$ cat config.mk
export PLATFORM = sky130hd
export DESIGN_NAME = stereo_serial_rx
export DESIGN_NICKNAME = d
export VERILOG_FILES = /design/src/rtl/srx_pkg.sv /design/src/rtl/srx_sync.sv /design/src/rtl/srx_frame.sv /design/src/rtl/srx_capture.sv /design/src/rtl/stereo_serial_rx.sv
export SDC_FILE = /design/constraint.sdc
export NUM_CORES = 1
export LEC_CHECK = 0
export BUFFER_PORTS_ARGS = -buffer_cell sky130_fd_sc_hd__buf_2
export CAP_MARGIN = 15
export CORE_UTILIZATION = 45
export CTS_CLUSTER_DIAMETER = 80
export DETAILED_ROUTE_END_ITERATION = 16
export HOLD_SLACK_MARGIN = 0.15
export PLACE_DENSITY_LB_ADDON = 0.15
export SYNTH_ARGS = -nofsm -noshare
export SYNTH_HDL_FRONTEND = slang
export SYNTH_SLANG_ARGS = --single-unit
$ cat constraint.sdc
create_clock -name clk -period 2.7 [get_ports clk]
set_input_delay 0.27 -clock clk [delete_from_list [all_inputs] [get_ports clk]]
set_output_delay 0.27 -clock clk [all_outputs]
set_load 0.05 [all_outputs]
$ cat src/rtl/srx_pkg.sv
package srx_pkg;
  localparam int SRX_OUT_W    = 24;
  localparam int SRX_MAX_BITS = 20;
  localparam int SRX_MIN_BITS = 4;
  localparam int SRX_LEN_W    = 5;
  localparam int SRX_SYNC     = 2;
  localparam int SRX_NSIG     = 4;
endpackage

$ cat src/rtl/srx_sync.sv
module srx_sync #(
  parameter int W      = 4,
  parameter int STAGES = 2
) (
  input  logic         clk,
  input  logic         rst_n,
  input  logic [W-1:0] d_in,
  output logic [W-1:0] d_out
);
  localparam int CW = W * STAGES;

  logic [CW-1:0] chain_q;
  logic [CW-1:0] chain_d;

  always_comb begin
    chain_d = {chain_q[CW-W-1:0], d_in};
  end

  always_ff @(posedge clk or negedge rst_n) begin
    if (!rst_n) chain_q <= '0;
    else        chain_q <= chain_d;
  end

  assign d_out = chain_q[CW-1 -: W];
endmodule

$ cat src/rtl/srx_frame.sv
module srx_frame (
  input  logic clk,
  input  logic rst_n,
  input  logic sclk_s,
  input  logic wclk_s,
  input  logic lr_s,
  input  logic cfg_fall_edge,
  input  logic cfg_lr_frame,
  output logic frame_evt,
  output logic samp_evt,
  output logic chan
);
  logic sclk_q, wclk_q, lr_q;
  logic sclk_rise, sclk_fall, wclk_rise, lr_flip;

  always_ff @(posedge clk or negedge rst_n) begin
    if (!rst_n) begin
      sclk_q <= 1'b0;
      wclk_q <= 1'b0;
      lr_q   <= 1'b0;
    end else begin
      sclk_q <= sclk_s;
      wclk_q <= wclk_s;
      lr_q   <= lr_s;
    end
  end

  always_comb begin
    sclk_rise = sclk_s & ~sclk_q;
    sclk_fall = ~sclk_s & sclk_q;
    wclk_rise = wclk_s & ~wclk_q;
    lr_flip   = lr_s ^ lr_q;
    samp_evt  = cfg_fall_edge ? sclk_fall : sclk_rise;
    frame_evt = cfg_lr_frame ? lr_flip : wclk_rise;
    chan      = lr_s;
  end

  // in left/right mode a framing event always coincides with a channel change
  a_r3_lr_event_flips: assert property (@(posedge clk) disable iff (!rst_n)
    (cfg_lr_frame && frame_evt) |-> (chan != $past(chan)));

  // a sampling event follows a bit-clock level change
  a_r2_samp_on_edge: assert property (@(posedge clk) disable iff (!rst_n)
    samp_evt |-> (sclk_s != $past(sclk_s)));
endmodule

$ cat src/rtl/srx_capture.sv
module srx_capture #(
  parameter int MAX_BITS = 20,
  parameter int MIN_BITS = 4,
  parameter int OUT_W    = 24,
  parameter int LEN_W    = 5
) (
  input  logic             clk,
  input  logic             rst_n,
  input  logic             frame_evt,
  input  logic             samp_evt,
  input  logic             chan,
  input  logic             sdata_s,
  input  logic             cfg_msb_late,
  input  logic [LEN_W-1:0] cfg_word_len,
  output logic [OUT_W-1:0] smp_data,
  output logic             smp_valid,
  output logic             smp_right
);
  localparam int CNT_W = $clog2(MAX_BITS + 1);

  logic                busy_q, busy_d;
  logic                skip_q, skip_d;
  logic [CNT_W-1:0]    cnt_q, cnt_d, cnt_inc;
  logic [MAX_BITS-1:0] sh_q, sh_d;
  logic                chan_q, chan_d;
  logic [OUT_W-1:0]    data_q, data_d;
  logic                valid_q, valid_d;
  logic                right_q, right_d;
  logic [CNT_W-1:0]    len_eff;

  function automatic logic [OUT_W-1:0] sext(input logic [MAX_BITS-1:0] w,
                                            input logic [CNT_W-1:0] n);
    logic [OUT_W-1:0] r;
    for (int i = 0; i < OUT_W; i++) begin
      if (i < int'(n)) r[i] = (i < MAX_BITS) ? w[i] : 1'b0;
      else             r[i] = w[int'(n) - 1];
    end
    return r;
  endfunction

  always_comb begin
    if (int'(cfg_word_len) < MIN_BITS)      len_eff = CNT_W'(MIN_BITS);
    else if (int'(cfg_word_len) > MAX_BITS) len_eff = CNT_W'(MAX_BITS);
    else                                    len_eff = CNT_W'(cfg_word_len);
  end

  always_comb begin
    busy_d  = busy_q;
    skip_d  = skip_q;
    cnt_d   = cnt_q;
    sh_d    = sh_q;
    chan_d  = chan_q;
    data_d  = data_q;
    right_d = right_q;
    valid_d = 1'b0;
    cnt_inc = cnt_q + CNT_W'(1);
    if (frame_evt) begin
      busy_d = 1'b1;
      skip_d = cfg_msb_late;
      cnt_d  = '0;
      sh_d   = '0;
      chan_d = chan;
    end else if (busy_q && samp_evt) begin
      if (skip_q) begin
        skip_d = 1'b0;
      end else begin
        sh_d  = {sh_q[MAX_BITS-2:0], sdata_s};
        cnt_d = cnt_inc;
        if (cnt_inc == len_eff) begin
          busy_d  = 1'b0;
          valid_d = 1'b1;
          right_d = chan_q;
          data_d  = sext(sh_d, len_eff);
        end
      end
    end
  end

  always_ff @(posedge clk or negedge rst_n) begin
    if (!rst_n) begin
      busy_q  <= 1'b0;
      skip_q  <= 1'b0;
      cnt_q   <= '0;
      sh_q    <= '0;
      chan_q  <= 1'b0;
      data_q  <= '0;
      valid_q <= 1'b0;
      right_q <= 1'b0;
    end else begin
      busy_q  <= busy_d;
      skip_q  <= skip_d;
      cnt_q   <= cnt_d;
      sh_q    <= sh_d;
      chan_q  <= chan_d;
      data_q  <= data_d;
      valid_q <= valid_d;
      right_q <= right_d;
    end
  end

  assign smp_data  = data_q;
  assign smp_valid = valid_q;
  assign smp_right = right_q;

  // valid never lasts more than one cycle
  a_r6_valid_pulse: assert property (@(posedge clk) disable iff (!rst_n)
    smp_valid |=> !smp_valid);

  // bits at and above the widest word position agree on delivery
  a_r7_sign_ext: assert property (@(posedge clk) disable iff (!rst_n)
    smp_valid |-> ((&smp_data[OUT_W-1:MAX_BITS-1]) || !(|smp_data[OUT_W-1:MAX_BITS-1])));

  // a framing event restarts capture from zero bits
  a_r9_restart: assert property (@(posedge clk) disable iff (!rst_n)
    frame_evt |=> (busy_q && cnt_q == '0));

  // the bit count stays below the effective length while capturing
  a_r8_len_bound: assert property (@(posedge clk) disable iff (!rst_n)
    busy_q |-> (cnt_q < len_eff));

  // each non-skipped sampling edge adds one bit or finishes the word
  a_r1_count_step: assert property (@(posedge clk) disable iff (!rst_n)
    (busy_q && samp_evt && !frame_evt && !skip_q) |=>
      (!busy_q || cnt_q == $past(cnt_q) + CNT_W'(1)));

  // a delayed-MSB event skips the first sampling edge
  a_r5_late_skip: assert property (@(posedge clk) disable iff (!rst_n)
    (frame_evt && cfg_msb_late) |=> skip_q);
endmodule

$ cat src/rtl/stereo_serial_rx.sv
module stereo_serial_rx
  import srx_pkg::*;
#(
  parameter int OUT_W    = SRX_OUT_W,
  parameter int MAX_BITS = SRX_MAX_BITS,
  parameter int MIN_BITS = SRX_MIN_BITS,
  parameter int LEN_W    = SRX_LEN_W,
  parameter int STAGES   = SRX_SYNC
) (
  input  logic             clk,
  input  logic             rst_n,
  input  logic             sclk_in,
  input  logic             wclk_in,
  input  logic             lrclk_in,
  input  logic             sdata_in,
  input  logic             cfg_fall_edge,
  input  logic             cfg_lr_frame,
  input  logic             cfg_msb_late,
  input  logic [LEN_W-1:0] cfg_word_len,
  output logic [OUT_W-1:0] smp_data,
  output logic             smp_valid,
  output logic             smp_right
);
  logic [1:0]          rst_q;
  logic                rst_int_n;
  logic [SRX_NSIG-1:0] raw_sig, sync_sig;
  logic                frame_evt, samp_evt, chan;

  // asynchronous assertion, synchronous release
  always_ff @(posedge clk or negedge rst_n) begin
    if (!rst_n) rst_q <= 2'b00;
    else        rst_q <= {rst_q[0], 1'b1};
  end
  assign rst_int_n = rst_q[1];

  assign raw_sig = {sdata_in, lrclk_in, wclk_in, sclk_in};

  srx_sync #(.W(SRX_NSIG), .STAGES(STAGES)) u_sync (
    .clk   (clk),
    .rst_n (rst_int_n),
    .d_in  (raw_sig),
    .d_out (sync_sig)
  );

  srx_frame u_frame (
    .clk           (clk),
    .rst_n         (rst_int_n),
    .sclk_s        (sync_sig[0]),
    .wclk_s        (sync_sig[1]),
    .lr_s          (sync_sig[2]),
    .cfg_fall_edge (cfg_fall_edge),
    .cfg_lr_frame  (cfg_lr_frame),
    .frame_evt     (frame_evt),
    .samp_evt      (samp_evt),
    .chan          (chan)
  );

  srx_capture #(
    .MAX_BITS (MAX_BITS),
    .MIN_BITS (MIN_BITS),
    .OUT_W    (OUT_W),
    .LEN_W    (LEN_W)
  ) u_capture (
    .clk          (clk),
    .rst_n        (rst_int_n),
    .frame_evt    (frame_evt),
    .samp_evt     (samp_evt),
    .chan         (chan),
    .sdata_s      (sync_sig[3]),
    .cfg_msb_late (cfg_msb_late),
    .cfg_word_len (cfg_word_len),
    .smp_data     (smp_data),
    .smp_valid    (smp_valid),
    .smp_right    (smp_right)
  );

  // nothing is delivered while the internal reset is held
  a_r10_quiet_in_reset: assert property (@(posedge clk)
    !rst_int_n |=> (!smp_valid && smp_data == '0));
endmodule

==> impl_metrics.csv, run 1 <==
group,metric,value,unit
clock_network,insertion_delay,0.34,ns
detailed_routing,first_iter_violations,135,
synth,syn_nets,339,
timing,tightest_slew,0.732,ns
clock_network,cts_made_buffers,9,
cells_and_area,antenna_cells,0,
synth,synthTopCellsByArea,"dfrtp_1, mux2i_1, nor2_1",
setup_path,startpoint,"cfg_word_len[3]",
cells_and_area,nets,396,
timing,finalHoldViolCount,0,
min_path,worstHoldPathType,"input port to async pin",
setup_path,start_kind,"input port",
floorplan,core-area,0.00721,mm^2
synth,ys_ff_latch,66,
setup_path,slowest_stage,"or3_4",
synth,synth_top_area_share,49.5,%
clock_network,cts_tree,"done",
clock_network,cts_setup_buffers,0,
setup_path,arrival,2.75,ns
synth,avgSynthCellArea,10.4,um^2
timing,period_share,93.0,%
synth,synth_top_family_by_area,"simple AND/OR/NAND/NOR gates",
timing,max_slew_margin,51.2,%
global_route,antenna_found_initial,0,
synth,synth-edff-count,0,
timing,slew_viol_final,0,
power,pwr-share-comb,26.4,%
clock_network,cts_resized,0,
setup_path,reg2regPathDepth,7,
global_route,grt_max_degree,42,
clock_network,clkTransAtPathRegs,0.07,ns
floorplan,dieArea,0.00776,mm^2
cells_and_area,nFillCells,653,
setup_path,reg2reg_from,"u_capture.cnt_q[0]$_DFFE_PN0P_",
synth,seq_area_frac_synth,49.5,%
synth,synthSimpleGateAreaFrac,15.3,%
cells_and_area,synthToLayoutAreaGrowth,22.4,%
detailed_routing,routed_wl,7500,um
setup_path,crit_family,"compound AO/OA/AOI/OAI gates",
synth,synthesis.area,0.00334,mm^2
setup_path,cp_max_fo,8,
detailed_routing,viasPerCell,5.36,
detailed_routing,drc,0,
power,p_int,1.91,mW
clock_network,htreeDepth,3,
timing,setup_violations,0,
clock_network,cts_root_buf,"clkbuf_8",
power,vdd_drop_max,266,uV
synth,synth_top_cell_by_area,"dfrtp_1",
cells_and_area,final_common_cell,"dfrtp_1",
clock_network,cts.sinks,66,
cells_and_area,drive_gt1_share,27.6,%
synth,synth_cells,322,
global_route,grt_pass1_wl,12200,um
power,pwr_density_cell,706,mW/mm^2
setup_path,path_buf_inv,2,
timing,finClkSkew,0.00711,ns
synth,yosys.cell_types.count,54,
setup_path,crit_cells,11,
placement,portBuffers,39,
setup_path,crit_end,"u_capture.smp_data[14]$_DFFE_PN0P_",
global_route,track_usage,21.2,%
setup_path,cpPeakStageDelay,0.41,ns
power,pwr-share-seq,40.0,%
floorplan,dieHeight,88.1,um
setup_path,crit_required,2.94,ns
synth,synth_adder_area_share,1.13,%
clock_network,hold_buffers,6,
synth,async_reset_ff_share,100,%
timing,fmax,398,MHz
setup_path,r2r-end,"u_capture.smp_data[19]$_DFFE_PN0P_",
detailed_routing,firstDrtPassIters,4,
clock_network,clk_path_buf_depth,2,
power,leakagePower,1.88,nW
setup_path,crit_chain,"buf_2 -> or3_4 -> nand3_4 -> inv_2 -> ha_4 -> mux2_4 -> a31o_4 -> a221oi_2 -> o21bai_1 -> o311ai_0 -> o21a_1",
power,power_frac_clock,33.6,%
timing,rsz0062_at_grt,"false",
cells_and_area,final_cell_mix,"dfrtp_1, nor2_1, buf_2, mux2i_1, nand2_1",
synth,synthXorXnorAreaFrac,3.41,%
cells_and_area,finish.utilization,56.6,%
synth,ys_warn_count,0,
power,netSwitchingFraction,33.9,%
global_route,overflow,0,
synth,ys.flop_type,"dfrtp_1",
floorplan,start_util,46.2,%
setup_path,r2r_slack,0.26,ns
floorplan,row_count,31,
setup_path,cp-end-kind,"flop",
flow_run,drv_cap,0,
timing,period_needed,2.51,ns
detailed_routing,vias,2591,
detailed_routing,drtAntennaViolNets,0,
placement,hpwl,5250,um
outcome,status,"complete, no violations",
floorplan,io_pins,40,
floorplan,die_width,88.1,um
placement,finalWeightedCongestion,0.892,
synth,synth_compound_area_share,14.5,%
setup_path,setup.worst_path.class,"input port to flop",
synth,synthMuxAreaShare,12.6,%
power,finalPower,2.88,mW
detailed_routing,wl_per_cell,15.5,um
global_route,grt_pass1_vias,2433,
power,switching_power,0.978,mW
worst min path at each step:
stage,startpoint,end,cells after the start
after global placement,rst_n,rst_q[0]$_DFF_PN0_,1
after global routing,rst_n,rst_q[1]$_DFF_PN0_,2
final,rst_n,rst_q[1]$_DFF_PN0_,2
after CTS,rst_n,rst_q[1]$_DFF_PN0_,2
after floorplan,rst_n,rst_q[0]$_DFF_PN0_,0
after detailed placement,rst_n,rst_q[0]$_DFF_PN0_,1
flip-flops by register name, indices dropped and copies added (netlist names):
| signal | flops |
|---|---|
| u_frame.sclk_q | 1 |
| u_capture.smp_valid | 1 |
| u_capture.cnt_q | 5 |
| u_capture.busy_q | 1 |
| u_capture.skip_q | 1 |
| u_capture.smp_right | 1 |
| u_capture.chan_q | 1 |
| u_capture.smp_data | 24 |
| rst_q | 2 |
| u_frame.lr_q | 1 |
| u_sync.chain_q | 8 |
| u_capture.sh_q | 19 |
| u_frame.wclk_q | 1 |
metrics by stage:
step | cells | hold slack (ns) | instance area [um^2] | worst slack [ns] | setup TNS (ns)
after floorplan | 322 | -0.0256 | 3400 | -0.0448 | -0.0549
after global placement | 461 | 0.0562 | 3780 | -0.0628 | -0.467
after detailed placement | 461 | 0.0558 | 3780 | -0.166 | -1.91
after CTS | 483 | 0.217 | 4080 | 0.200 | 0
after global routing | 483 | 0.221 | 4080 | 0.0591 | 0
final | 483 | 0.237 | 4080 | 0.188 | 0
per-layer routing:
metal	GRT usage (%)	share of wire, %	vias up
met5	0	0	-
met4	7.18	1.3	0
met3	4.81	4.4	8
met2	32.3	45	63
met1	30.0	49	1256
li1	-	-	1264
cells in the mapped netlist (2+ instances only):
cell and count:
dfrtp_1 66, nor2_1 46, mux2i_1 27, nand2_1 25, a21oi_1 16, a31oi_1 11, o21ai_0 11, clkbuf_1 10
mux2_2 8, nand3_1 8, xor2_1 8, o21a_1 7, buf_2 6, inv_1 6, nor2b_1 5, o311ai_0 5
xnor2_1 5, or3_1 4, ha_1 3, or2_2 3, a32oi_1 2, and3_1 2, buf_1 2, buf_4 2
mux4_2 2, nand2b_1 2, nand4_1 2, o2111ai_1 2
layout make-up:
type / instances / area [um^2] / area share, %
repair buffers: 66 / 425 / 10.4
clock inverters: 5 / 85.1 / 2.08
well taps: 99 / 124 / 3.03
inverters: 6 / 22.5 / 0.552
flip-flops and latches: 66 / 1650 / 40.5
clock buffers: 11 / 151 / 3.71
multi-input cells: 230 / 1620 / 39.7
logic make-up (layout without fill, tap and decap cells):
kind of cell,after synthesis,count (layout)
other,1,1
muxes,38,38
xor gates and xnor gates,13,13
buffers and inverters,26,88
adders and majority gates,3,3
AOI/OAI and AO/OA,69,69
DFF,66,66
and+or+nand+nor,106,106
power by group through the flow:
stage,clock (mW),sequential (mW),combinational [mW]
2_1_floorplan,0,1.45,0.294
3_3_place_gp,0,1.17,0.744
3_5_place_dp,0,1.18,0.756
4_1_cts,0.990,1.16,0.764
5_1_grt,1.03,1.17,0.814
6_report,0.968,1.15,0.761
Power figures use the tool's default switching activity.
==> run 2: changes to the inputs <==
==> constraint.sdc (replaced) <==
create_clock -name clk -period 3.22 [get_ports clk]
set_input_delay 0.322 -clock clk [delete_from_list [all_inputs] [get_ports clk]]
set_output_delay 0.322 -clock clk [all_outputs]
set_load 0.05 [all_outputs]
==> run 2 against run 1 <==
Sequential share of layout area up 1.9 points. Register-to-register slack better by 0.30 ns. Core utilization is 2.5 points lower. Sequential power fell by 16%. Final cell count down 2.3%. Critical path depth is the same. Global-route usage shrank 0.25 points. Wire length decreased by 2.5%. Setup slack improved by 0.26 ns. Flip-flop and latch count did not move. Critical path type unchanged. Highest routed layer unchanged.
==> impl_metrics.csv, run 2 (synthesis results as in run 1) <==
group,metric,value,unit
clock_network,cts_tree,"done",
power,pwr_density_cell,575,mW/mm^2
detailed_routing,drc,0,
cells_and_area,nets,385,
timing,tightest_slew,0.981,ns
cells_and_area,synthToLayoutAreaGrowth,16.8,%
power,p_int,1.45,mW
detailed_routing,firstDrtPassIters,4,
timing,worst_slack,0.448,ns
detailed_routing,routed_wl,7310,um
detailed_routing,vias,2560,
global_route,overflow,0,
timing,timing.hold.ws,0.186,ns
flow_run,drv_cap,0,
clock_network,cts.sinks,66,
timing,finalHoldViolCount,0,
min_path,holdCritStartpoint,"cfg_msb_late",
cells_and_area,finish.utilization,54.0,%
floorplan,core-area,0.00721,mm^2
global_route,track_usage,20.9,%
cells_and_area,drive_gt1_share,24.1,%
timing,rsz0062_at_grt,"false",
cells_and_area,final_cells,472,
power,vdd_drop_max,286,uV
floorplan,io_pins,40,
detailed_routing,drtAntennaViolNets,0,
setup_path,crit_required,3.45,ns
clock_network,cts_made_buffers,9,
timing,period_share,86.1,%
cells_and_area,final_cell_mix,"dfrtp_1, nor2_1, buf_2, mux2i_1, nand2_1",
clock_network,cts_setup_buffers,0,
detailed_routing,first_iter_violations,146,
floorplan,die_width,88.1,um
placement,placed_cell_area,0.00366,mm^2
floorplan,start_util,46.2,%
clock_network,htreeDepth,3,
setup_path,startpoint,"cfg_word_len[3]",
setup_path,cp_max_fo,8,
cells_and_area,largest_reg_flops,24,
power,netSwitchingFraction,35.2,%
setup_path,start_kind,"input port",
timing,period_needed,2.77,ns
clock_network,insertion_delay,0.34,ns
floorplan,row_count,31,
floorplan,dieArea,0.00776,mm^2
timing,setup_violations,0,
timing,setup_tns,0,ns
power,finalPower,2.24,mW
power,power_frac_clock,29.4,%
timing,finClkSkew,0.00531,ns
power,pwr-share-seq,43.3,%
power,leakagePower,1.80,nW
outcome,status,"complete, no violations",
global_route,grt_max_degree,48,
global_route,antenna_found_initial,0,
timing,fmax,361,MHz
cells_and_area,nFillCells,696,
cells_and_area,final_area,0.00390,mm^2
global_route,grt_pass1_wl,12000,um
min_path,worstHoldPathType,"input port to flop",
power,switching_power,0.789,mW
clock_network,clkTransAtPathRegs,0.07,ns
floorplan,dieHeight,88.1,um
placement,hpwl,5150,um
cells_and_area,final_common_cell,"dfrtp_1",
placement,portBuffers,39,
timing,slew_viol_final,0,
clock_network,clk_path_buf_depth,2,
detailed_routing,viasPerCell,5.42,
global_route,grt_pass1_vias,2361,
setup_path,cp-end-kind,"flop",
setup_path,setup.worst_path.class,"input port to flop",
timing,max_slew_margin,34.6,%
cells_and_area,antenna_cells,0,
placement,dp_cells,451,
setup_path,reg2reg_from,"u_capture.cnt_q[0]$_DFFE_PN0P_",
clock_network,cts_root_buf,"clkbuf_8",
setup_path,arrival,3.00,ns
power,pwr-share-comb,27.2,%
detailed_routing,wl_per_cell,15.5,um
placement,post-place-ws,0.0940,ns
setup_path,r2r_slack,0.56,ns
placement,finalWeightedCongestion,0.865,
## run 2: critical path, stage by stage
cell and delay [ns]:
buf_2 0.13, or3_4 0.43, nand3_4 0.17, inv_1 0.06
ha_1 0.30, mux2_2 0.33, a31o_2 0.21, a221oi_1 0.31
o21bai_1 0.32, o311ai_0 0.24, o21a_1 0.17
## run 2: layout make-up
class / count / area, um^2 / area share, %
clock buffers: 11 / 131 / 3.37
clock inverters: 5 / 55.1 / 1.41
inverters: 6 / 22.5 / 0.578
multi-input cells: 230 / 1580 / 40.6
flip-flops and latches: 66 / 1650 / 42.4
well taps: 99 / 124 / 3.18
repair buffers: 55 / 328 / 8.41
## run 2: routing by layer
layer,up-vias,routed length [um],global-route usage [%]
met5,-,0,0
met4,0,150,9.38
met3,13,340,4.71
met2,63,3180,29.7
met1,1249,3640,30.6
li1,1235,-,-
## run 2: timing repair
action,in CTS,in global routing
endpoints found under the setup margin,0,0
endpoints found under the hold margin,6,0
gates resized for setup,0,0
hold buffers,5,0
## run 2: final timing paths
check                                                    end  cells past startpoint
max reg2reg                u_capture.smp_data[3]$_DFFE_PN0P_                      6
max in group asynchronous  u_capture.smp_data[9]$_DFFE_PN0P_                      1
max                        u_capture.smp_data[5]$_DFFE_PN0P_                     11
min reg2reg                      u_sync.chain_q[4]$_DFF_PN0_                      0
min                             u_capture.skip_q$_DFFE_PN0P_                      3
min in group asynchronous                 rst_q[0]$_DFF_PN0_                      2
## run 2: power by group through the flow
| stage | registers [mW] | clock network, mW | logic, mW |
|---|---|---|---|
| floorplan | 1.21 | 0 | 0.233 |
| global placement | 0.987 | 0 | 0.598 |
| detailed placement | 0.989 | 0 | 0.605 |
| CTS | 0.973 | 0.685 | 0.612 |
| global route | 0.985 | 0.720 | 0.655 |
| finish | 0.970 | 0.660 | 0.610 |
